==> src/rtl/dpot_regbank_pkg.sv <==
package dpot_regbank_pkg;

    localparam int DATA_W = 8;
    localparam int ADDR_W = 4;
    localparam logic [ADDR_W-1:0] CTRL_ADDR = 4'h8;

    typedef logic [DATA_W-1:0] byte_t;

    typedef struct packed {
        logic sel_vol;
        logic run;
    } ctrl_t;

    localparam ctrl_t CTRL_RESET = '{sel_vol: 1'b0, run: 1'b1};

    function automatic byte_t ctrl_image(input ctrl_t c, input logic busy);
        return {c.sel_vol, c.run, busy, 5'b00000};
    endfunction

    function automatic ctrl_t ctrl_from_byte(input byte_t d);
        ctrl_t c;
        c.sel_vol = d[7];
        c.run     = d[6];
        return c;
    endfunction

endpackage

==> src/rtl/dpot_chan.sv <==
module dpot_chan
    import dpot_regbank_pkg::*;
(
    input  logic  clk,
    input  logic  rst,
    input  logic  wr_sel,
    input  logic  sel_vol,
    input  logic  busy,
    input  byte_t wdata,
    output byte_t wiper_q,
    output byte_t nv_q,
    output logic  nv_start
);

    logic wp_we;
    logic nv_we;

    always_comb begin
        wp_we = wr_sel && !busy;
        nv_we = wp_we && !sel_vol;
    end

    assign nv_start = nv_we;

    always_ff @(posedge clk) begin
        if (nv_we) begin
            nv_q <= wdata;
        end
    end

    always_ff @(posedge clk) begin
        if (rst) begin
            wiper_q <= nv_q;
        end else if (wp_we) begin
            wiper_q <= wdata;
        end
    end


    nv_write_both_chk: assert property (@(posedge clk) disable iff (rst)
        (wr_sel && !busy && !sel_vol) |=> (wiper_q == $past(wdata) && nv_q == $past(wdata)));


    vol_keeps_nv_chk: assert property (@(posedge clk) disable iff (rst)
        (wr_sel && !busy && sel_vol) |=> ($stable(nv_q) && wiper_q == $past(wdata)));


    busy_lock_chan_chk: assert property (@(posedge clk) disable iff (rst)
        (wr_sel && busy) |=> ($stable(wiper_q) && $stable(nv_q)));


    reset_reload_chk: assert property (@(posedge clk) disable iff (rst)
        $past(rst) |-> (wiper_q == $past(nv_q)));

endmodule

==> src/rtl/dpot_busy.sv <==
module dpot_busy #(
    parameter int BUSY_CYC = 1000
) (
    input  logic clk,
    input  logic rst,
    input  logic start,
    output logic busy
);

    localparam int CNT_W = $clog2(BUSY_CYC + 1);

    logic [CNT_W-1:0] cnt_q;

    always_ff @(posedge clk) begin
        if (rst) begin
            cnt_q <= '0;
        end else if (start) begin
            cnt_q <= CNT_W'(BUSY_CYC);
        end else if (cnt_q != '0) begin
            cnt_q <= cnt_q - 1'b1;
        end
    end

    assign busy = (cnt_q != '0);


    busy_start_chk: assert property (@(posedge clk) disable iff (rst)
        start |=> busy);


    busy_idle_chk: assert property (@(posedge clk) disable iff (rst)
        (!busy && !start) |=> !busy);

endmodule

==> src/rtl/dpot_ctrl.sv <==
module dpot_ctrl
    import dpot_regbank_pkg::*;
(
    input  logic  clk,
    input  logic  rst,
    input  logic  wr_sel,
    input  logic  busy,
    input  byte_t wdata,
    output ctrl_t ctrl_q
);

    always_ff @(posedge clk) begin
        if (rst) begin
            ctrl_q <= CTRL_RESET;
        end else if (wr_sel && !busy) begin
            ctrl_q <= ctrl_from_byte(wdata);
        end
    end


    busy_lock_ctrl_chk: assert property (@(posedge clk) disable iff (rst)
        (wr_sel && busy) |=> $stable(ctrl_q));


    ctrl_reset_chk: assert property (@(posedge clk) disable iff (rst)
        $past(rst) |-> (ctrl_q.sel_vol == 1'b0 && ctrl_q.run == 1'b1));

endmodule

==> src/rtl/dpot_regbank.sv <==
module dpot_regbank
    import dpot_regbank_pkg::*;
#(
    parameter int NUM_CH   = 2,
    parameter int BUSY_CYC = 1000
) (
    input  logic                     clk,
    input  logic                     rst,
    input  logic [ADDR_W-1:0]        bus_addr,
    input  logic [DATA_W-1:0]        bus_wdata,
    input  logic                     bus_wr,
    input  logic                     bus_rd,
    output logic [DATA_W-1:0]        bus_rdata,
    output logic [NUM_CH*DATA_W-1:0] wiper_o,
    output logic                     shdn_o
);

    byte_t             wiper_q [NUM_CH];
    byte_t             nv_q    [NUM_CH];
    logic [NUM_CH-1:0] nv_start;
    logic              busy;
    ctrl_t             ctrl_q;
    byte_t             rd_mux;
    logic              ctrl_wr;

    assign ctrl_wr = bus_wr && (bus_addr == CTRL_ADDR);

    for (genvar i = 0; i < NUM_CH; i++) begin : g_ch
        logic ch_wr;
        assign ch_wr = bus_wr && (bus_addr == ADDR_W'(i));

        dpot_chan u_chan (
            .clk      (clk),
            .rst      (rst),
            .wr_sel   (ch_wr),
            .sel_vol  (ctrl_q.sel_vol),
            .busy     (busy),
            .wdata    (bus_wdata),
            .wiper_q  (wiper_q[i]),
            .nv_q     (nv_q[i]),
            .nv_start (nv_start[i])
        );

        assign wiper_o[i*DATA_W +: DATA_W] = wiper_q[i];
    end

    dpot_busy #(.BUSY_CYC(BUSY_CYC)) u_busy (
        .clk   (clk),
        .rst   (rst),
        .start (|nv_start),
        .busy  (busy)
    );

    dpot_ctrl u_ctrl (
        .clk    (clk),
        .rst    (rst),
        .wr_sel (ctrl_wr),
        .busy   (busy),
        .wdata  (bus_wdata),
        .ctrl_q (ctrl_q)
    );

    assign shdn_o = !ctrl_q.run;

    always_comb begin
        rd_mux = '0;
        if (bus_addr == CTRL_ADDR) begin
            rd_mux = ctrl_image(ctrl_q, busy);
        end
        for (int i = 0; i < NUM_CH; i++) begin
            if (bus_addr == ADDR_W'(i)) begin
                rd_mux = ctrl_q.sel_vol ? wiper_q[i] : nv_q[i];
            end
        end
    end

    always_ff @(posedge clk) begin
        if (rst) begin
            bus_rdata <= '0;
        end else if (bus_rd) begin
            bus_rdata <= rd_mux;
        end
    end


    rdata_hold_chk: assert property (@(posedge clk) disable iff (rst)
        !bus_rd |=> $stable(bus_rdata));


    ctrl_low_zero_chk: assert property (@(posedge clk) disable iff (rst)
        (bus_rd && bus_addr == CTRL_ADDR) |=> (bus_rdata[4:0] == 5'b00000 && bus_rdata[5] == $past(busy)));


    one_store_chk: assert property (@(posedge clk) disable iff (rst)
        $onehot0(nv_start));

endmodule

==> config.mk <==
export PLATFORM = sky130hd
export DESIGN_NAME = dpot_regbank
export DESIGN_NICKNAME = d
export VERILOG_FILES = /design/src/rtl/dpot_regbank_pkg.sv /design/src/rtl/dpot_chan.sv /design/src/rtl/dpot_busy.sv /design/src/rtl/dpot_ctrl.sv /design/src/rtl/dpot_regbank.sv
export SDC_FILE = /design/constraint.sdc
export NUM_CORES = 1
export LEC_CHECK = 0
export BUFFER_PORTS_ARGS = -buffer_cell sky130_fd_sc_hd__buf_2
export CAP_MARGIN = 20
export CORE_ASPECT_RATIO = 1.2
export CORE_MARGIN = 2
export CORE_UTILIZATION = 27
export CTS_BUF_LIST = sky130_fd_sc_hd__clkbuf_2
export DETAILED_ROUTE_END_ITERATION = 6
export SYNTH_ARGS = -nofsm -noshare
export SYNTH_HDL_FRONTEND = slang
export SYNTH_SLANG_ARGS = --single-unit
==> constraint.sdc <==
create_clock -name clk -period 3.55 [get_ports clk]
set_clock_uncertainty 0.05 [all_clocks]
set_input_delay 0 -clock clk [delete_from_list [all_inputs] [get_ports clk]]
set_output_delay 0 -clock clk [all_outputs]
set_load 0.03 [all_outputs]
# == Word level (Yosys, flattened, before mapping) ==
# Cells that the tools add are included.
# W data, S select, Z words.
# classes
n_addsub,1
n_eq_ne,2
mux,11
n_reduce_logical,18
# ops
op,count
$mux W8,9
$mux W10,2
$reduce_bool A10 Y1,1
$sub A10 B1 Y10 const B,1
$logic_and A1 B1 Y1,8
$reduce_bool A2 Y1,3
$eq A4 B1 Y1 const B,1
$eq A4 B4 Y1 const B,1
$logic_not A4 Y1,1
$logic_not A1 Y1,3
$reduce_or A3 Y1,1
$reduce_or A2 Y1,1
# word_totals
register_bits,52
inputBits,16

# == Longest topological paths before layout ==
# logic_depth
ltp_word,6
depth_mapped,7
mapped_depth_nobuf,6

# == Modules after synthesis ==
# A second synthesis with hierarchy kept.
# hier_totals
hier_cells,197
hier_area_um2,2610.0
# modules_own_cells
mod,n_inst,cells_per_inst,area_each_um2,seq_area_each_um2
dpot_chan,2,28,628.1,480.5
dpot_regbank,1,68,660.6,160.2
dpot_busy,1,64,599.3,200.2
dpot_ctrl,1,9,93.8,40.0

# == Least setup slack after synthesis ==
# Ideal clock, no wire load.
# synth_path
path_kind,register to register
start,reg u_busy.cnt_q[0]
end,"reg g_ch[1].u_chan.nv_q[0], enable pin"
setup_time_ps,370
arrival_ps,1940
required_ps,3130
setup_slack_ps,1190
path_stages_with_launch,8
n_path_buf,1
path_cell_list,dfxtp_1 > inv_1 > ha_1 > nor3b_2 > nand3_1 > or3_1 > buf_6 > nor2_1
# synth_via
elab_chain_cells,4
# synth_lines
element,line,rtl
"start, declared",dpot_busy.sv:12,logic [CNT_W-1:0] cnt_q;
"start signal, assigned",dpot_busy.sv:18,cnt_q <= CNT_W'(BUSY_CYC);
"start signal, assigned",dpot_busy.sv:20,cnt_q <= cnt_q - 1'b1;
$reduce_bool A10 Y1,dpot_busy.sv:24,assign busy = (cnt_q != '0);
$logic_not A1 Y1,dpot_chan.sv:19,wp_we = wr_sel && !busy;
$logic_and A1 B1 Y1,dpot_chan.sv:19,
$logic_and A1 B1 Y1,dpot_chan.sv:20,nv_we = wp_we && !sel_vol;
via g_ch[1].u_chan.nv_start,dpot_chan.sv:12,output logic nv_start
"end signal, assigned",dpot_chan.sv:27,nv_q <= wdata;
"end, declared",dpot_chan.sv:11,"output byte_t nv_q,"
# The timed path passes the listed nets, and every way through them passes these cells.
# A chain may end at the register's enable or synchronous reset.

# == Worst setup path in the final report ==
# layout_path
start,"reg, netlist name u_ctrl.ctrl_q[1]"
end,reg bus_rdata[7]
# layout_via
elab_chain_cells,3
elab_cells_between_ends,5
cone_classes,mux: 5
# layout_lines
element,line,rtl
$mux W8 (on tied branches),"dpot_regbank.sv:67, dpot_regbank.sv:72",
$mux W8,dpot_regbank.sv:71,if (bus_addr == ADDR_W'(i)) begin
$mux W8 (*),dpot_regbank.sv:71,
"end signal, assigned",dpot_regbank.sv:81,bus_rdata <= rd_mux;
"end, declared",dpot_regbank.sv:13,"output logic [DATA_W-1:0] bus_rdata,"
# Every way passes the cells marked *; elsewhere a longest branch is shown, timed or not.

==> run metrics <==
DRC errors left 0; cell with the most instances after synthesis nand2_1; TritonCTS clock tree built; largest area contributor in the synthesized netlist edfxtp_1; worst vdd rail ir drop 0.214 mV; residual overflow from global routing 0; Post-DP HPWL 3840 microns; average cell area after synthesis 11.1 sq um; clk_lat worst skew 0.43 ns; net total in the final layout 283; number of antenna cells inserted 0; result of the run finished clean; total instance count after detailed placement 359; EDFF count, synth 32; number of antenna violations at the first check in global routing 0; Worst Path Required 3.91 ns; total wire length after detailed routing 5550 microns; die span in y 106 microns; crit end category flip-flop; Worst path most repeated cell dlygate4sd3_1; core area 8520 sq um; maximum clock path buffer count 2; Total Power 1.40 mW; die outline area 9430 sq um; CTS buffer count 5; final hold vios 0; number of antenna-violating nets in the routed design 0; Setup TNS 0 ns; most used standard cells in the synthesized netlist nand2_1, edfxtp_1, dfxtp_1, nor2_1, a21oi_1; WL/cell 14.5 microns; number of levels in the clock H-tree 2; Relative slew margins 0.512; final design instance area without fill 2870 sq um; vias in the first global route 1768; kind of start point of the critical path flip-flop; count of standard-cell rows 37; buffers added on ports 40; vias post-DR 1779; largest stage delay on the critical path 0.61 ns; final weighted congestion in routability-driven placement 0.796; leakage dissipation 1.13 nW; aggregate global-route resource usage 0.124; Ys Warns 0; RSZ-0062 raised after global routing false; Final setup violation count 0; FILL cells 905; total cell area at the placement stage 2660 sq um; post-CTS setup buffer count 0; clock slew at reported path FFs 0.26 ns; Worst Hold Class input pin to flip-flop; starting DRC count in detailed routing 74; power per standard cell area 488 nW/um^2; Critical-path top delay cell dlygate4sd3_1; upper clock frequency limit 323 MHz; Initial Util 0.275; DIE WIDTH 89.0 microns; transition time of the tightest slew-check pin 0.729 ns; share of Yosys cell area claimed by the top area cell type 0.411; number of clock sinks 52; number of top-level design ports 41; combined area of all synthesized cells 2340 sq um; FF+latch count, synth 52; first-pass iteration count of the detailed router 4; Post-Syn Nets 227; main area contributors after synthesis edfxtp_1, dfxtp_1, nand2_1; data arrival at the endpoint of the critical path 3.45 ns; classification of the worst setup path flip-flop to flip-flop; number of instances in the synthesized netlist 210; first-pass GRT wire length 8890 microns; Vias/cell 4.63; Max Slew Vio Count 0; top flip-flop cell by instance count after synthesis edfxtp_1; CTS Root Buffer Type clkbuf_2; ordered cell list for the critical path buf_4 > nor4b_1 > a2111oi_0 > dlygate4sd3_1 > nand3_1 > dlygate4sd3_1 > o22ai_1 > dlygate4sd3_1; share of flip-flops with an asynchronous set or reset 0; fraction of the yosys area taken by sequential cells 0.582; clock period minus final worst setup slack 3.10 ns; biggest fanout along the worst timing path 15; Area growth syn-to-layout 22.7%; Layout Cells excl Fill 384; Cell variety after synth 40; worst hold-check slack 0.0708 ns; share of post-route cells with drive strength above 1 0.247; number of maximum-capacitance violations 0; final critical-path share of the clock period 0.873; maximum number of pins on one net before global-route repair 38
## critical path: cells and delay by family, from the launching register on
family / cells / cell delay [ns]
AND/OR/NAND/NOR: 2 / 0.24
AO/OA/AOI/OAI: 2 / 0.49
buffers and inverters: 4 / 1.94
flip-flops: 1 / 0.36
## where the power goes
group / switching, mW / leakage (nW) / internal [mW] / total [mW]
clock: 0.182 / 0.0328 / 0.0449 / 0.227
combinational: 0.241 / 0.634 / 0.173 / 0.413
sequential: 0.0584 / 0.466 / 0.703 / 0.761
## sequential cells by signal, indices dropped and copies added, names as in the netlist
name and cells:
bus_rdata 8, u_busy.cnt_q 10, g_ch.u_chan.nv_q 16, u_ctrl.ctrl_q 2, g_ch.u_chan.wiper_q 16
## timing repair
item                                   CTS  global route
hold buffers                            17             0
gates resized for setup                  0             0
endpoints found under the hold margin   42             0
## layout by cell type, fill, tap and decap left out, drive strengths merged, types with 6 or more instances in the layout
cell type,n
a21oi,10
buf,44
dfxtp,20
dlygate4sd3,17
edfxtp,32
inv,7
mux4,7
nand2,48
nor2,15
nor2b,6
nor3,7
## kinds of logic (layout without fill, tap and decap cells)
logic type                 Yosys count  in the layout  synth area share
DFF                                 52             52             0.582
buffers and inverters               18             75            0.0332
AOI/OAI and AO/OA                   29             29            0.0893
adders and majority gates            1              1           0.00535
xor gates and xnor gates             1              1           0.00374
muxes                               10             10            0.0802
and+or+nand+nor                     99             99             0.206
## through the flow
stage / setup slack [ns] / util
global placement: 0.797 / 0.312
detailed placement: 0.689 / 0.312
global route: 0.324 / 0.337
finish: 0.452 / 0.337
CTS: 0.453 / 0.337
floorplan: 1.19 / -
## final cells by class
type | instances | area, sq um | area share
clock inverter | 3 | 13.8 | 0.00480
multi-input combinational | 140 | 901 | 0.314
inverter | 6 | 22.5 | 0.00785
tap | 117 | 146 | 0.0510
sequential | 52 | 1360 | 0.474
clock buffer | 5 | 25.0 | 0.00872
timing repair buffer | 61 | 400 | 0.139
## per-layer routing
layer,vias up,part of all wire,global-route usage
met5,-,0,0
met4,0,0.010,0.0437
met3,6,0.038,0.0194
met2,46,0.49,0.205
met1,854,0.46,0.163
li1,873,-,-
## worst paths after layout
kind	end	startpoint	cells after the start	slack, ns
worst min register to register	u_busy.cnt_q[9]	u_busy.cnt_q[9]	2	0.48
worst max-delay path	bus_rdata[7]	u_ctrl.ctrl_q[1]	8	0.45
worst max register to register	bus_rdata[7]	u_ctrl.ctrl_q[1]	8	0.45
worst min-delay path	u_ctrl.ctrl_q[0]	bus_wr	4	0.07
(Power assumes the default switching activity.)
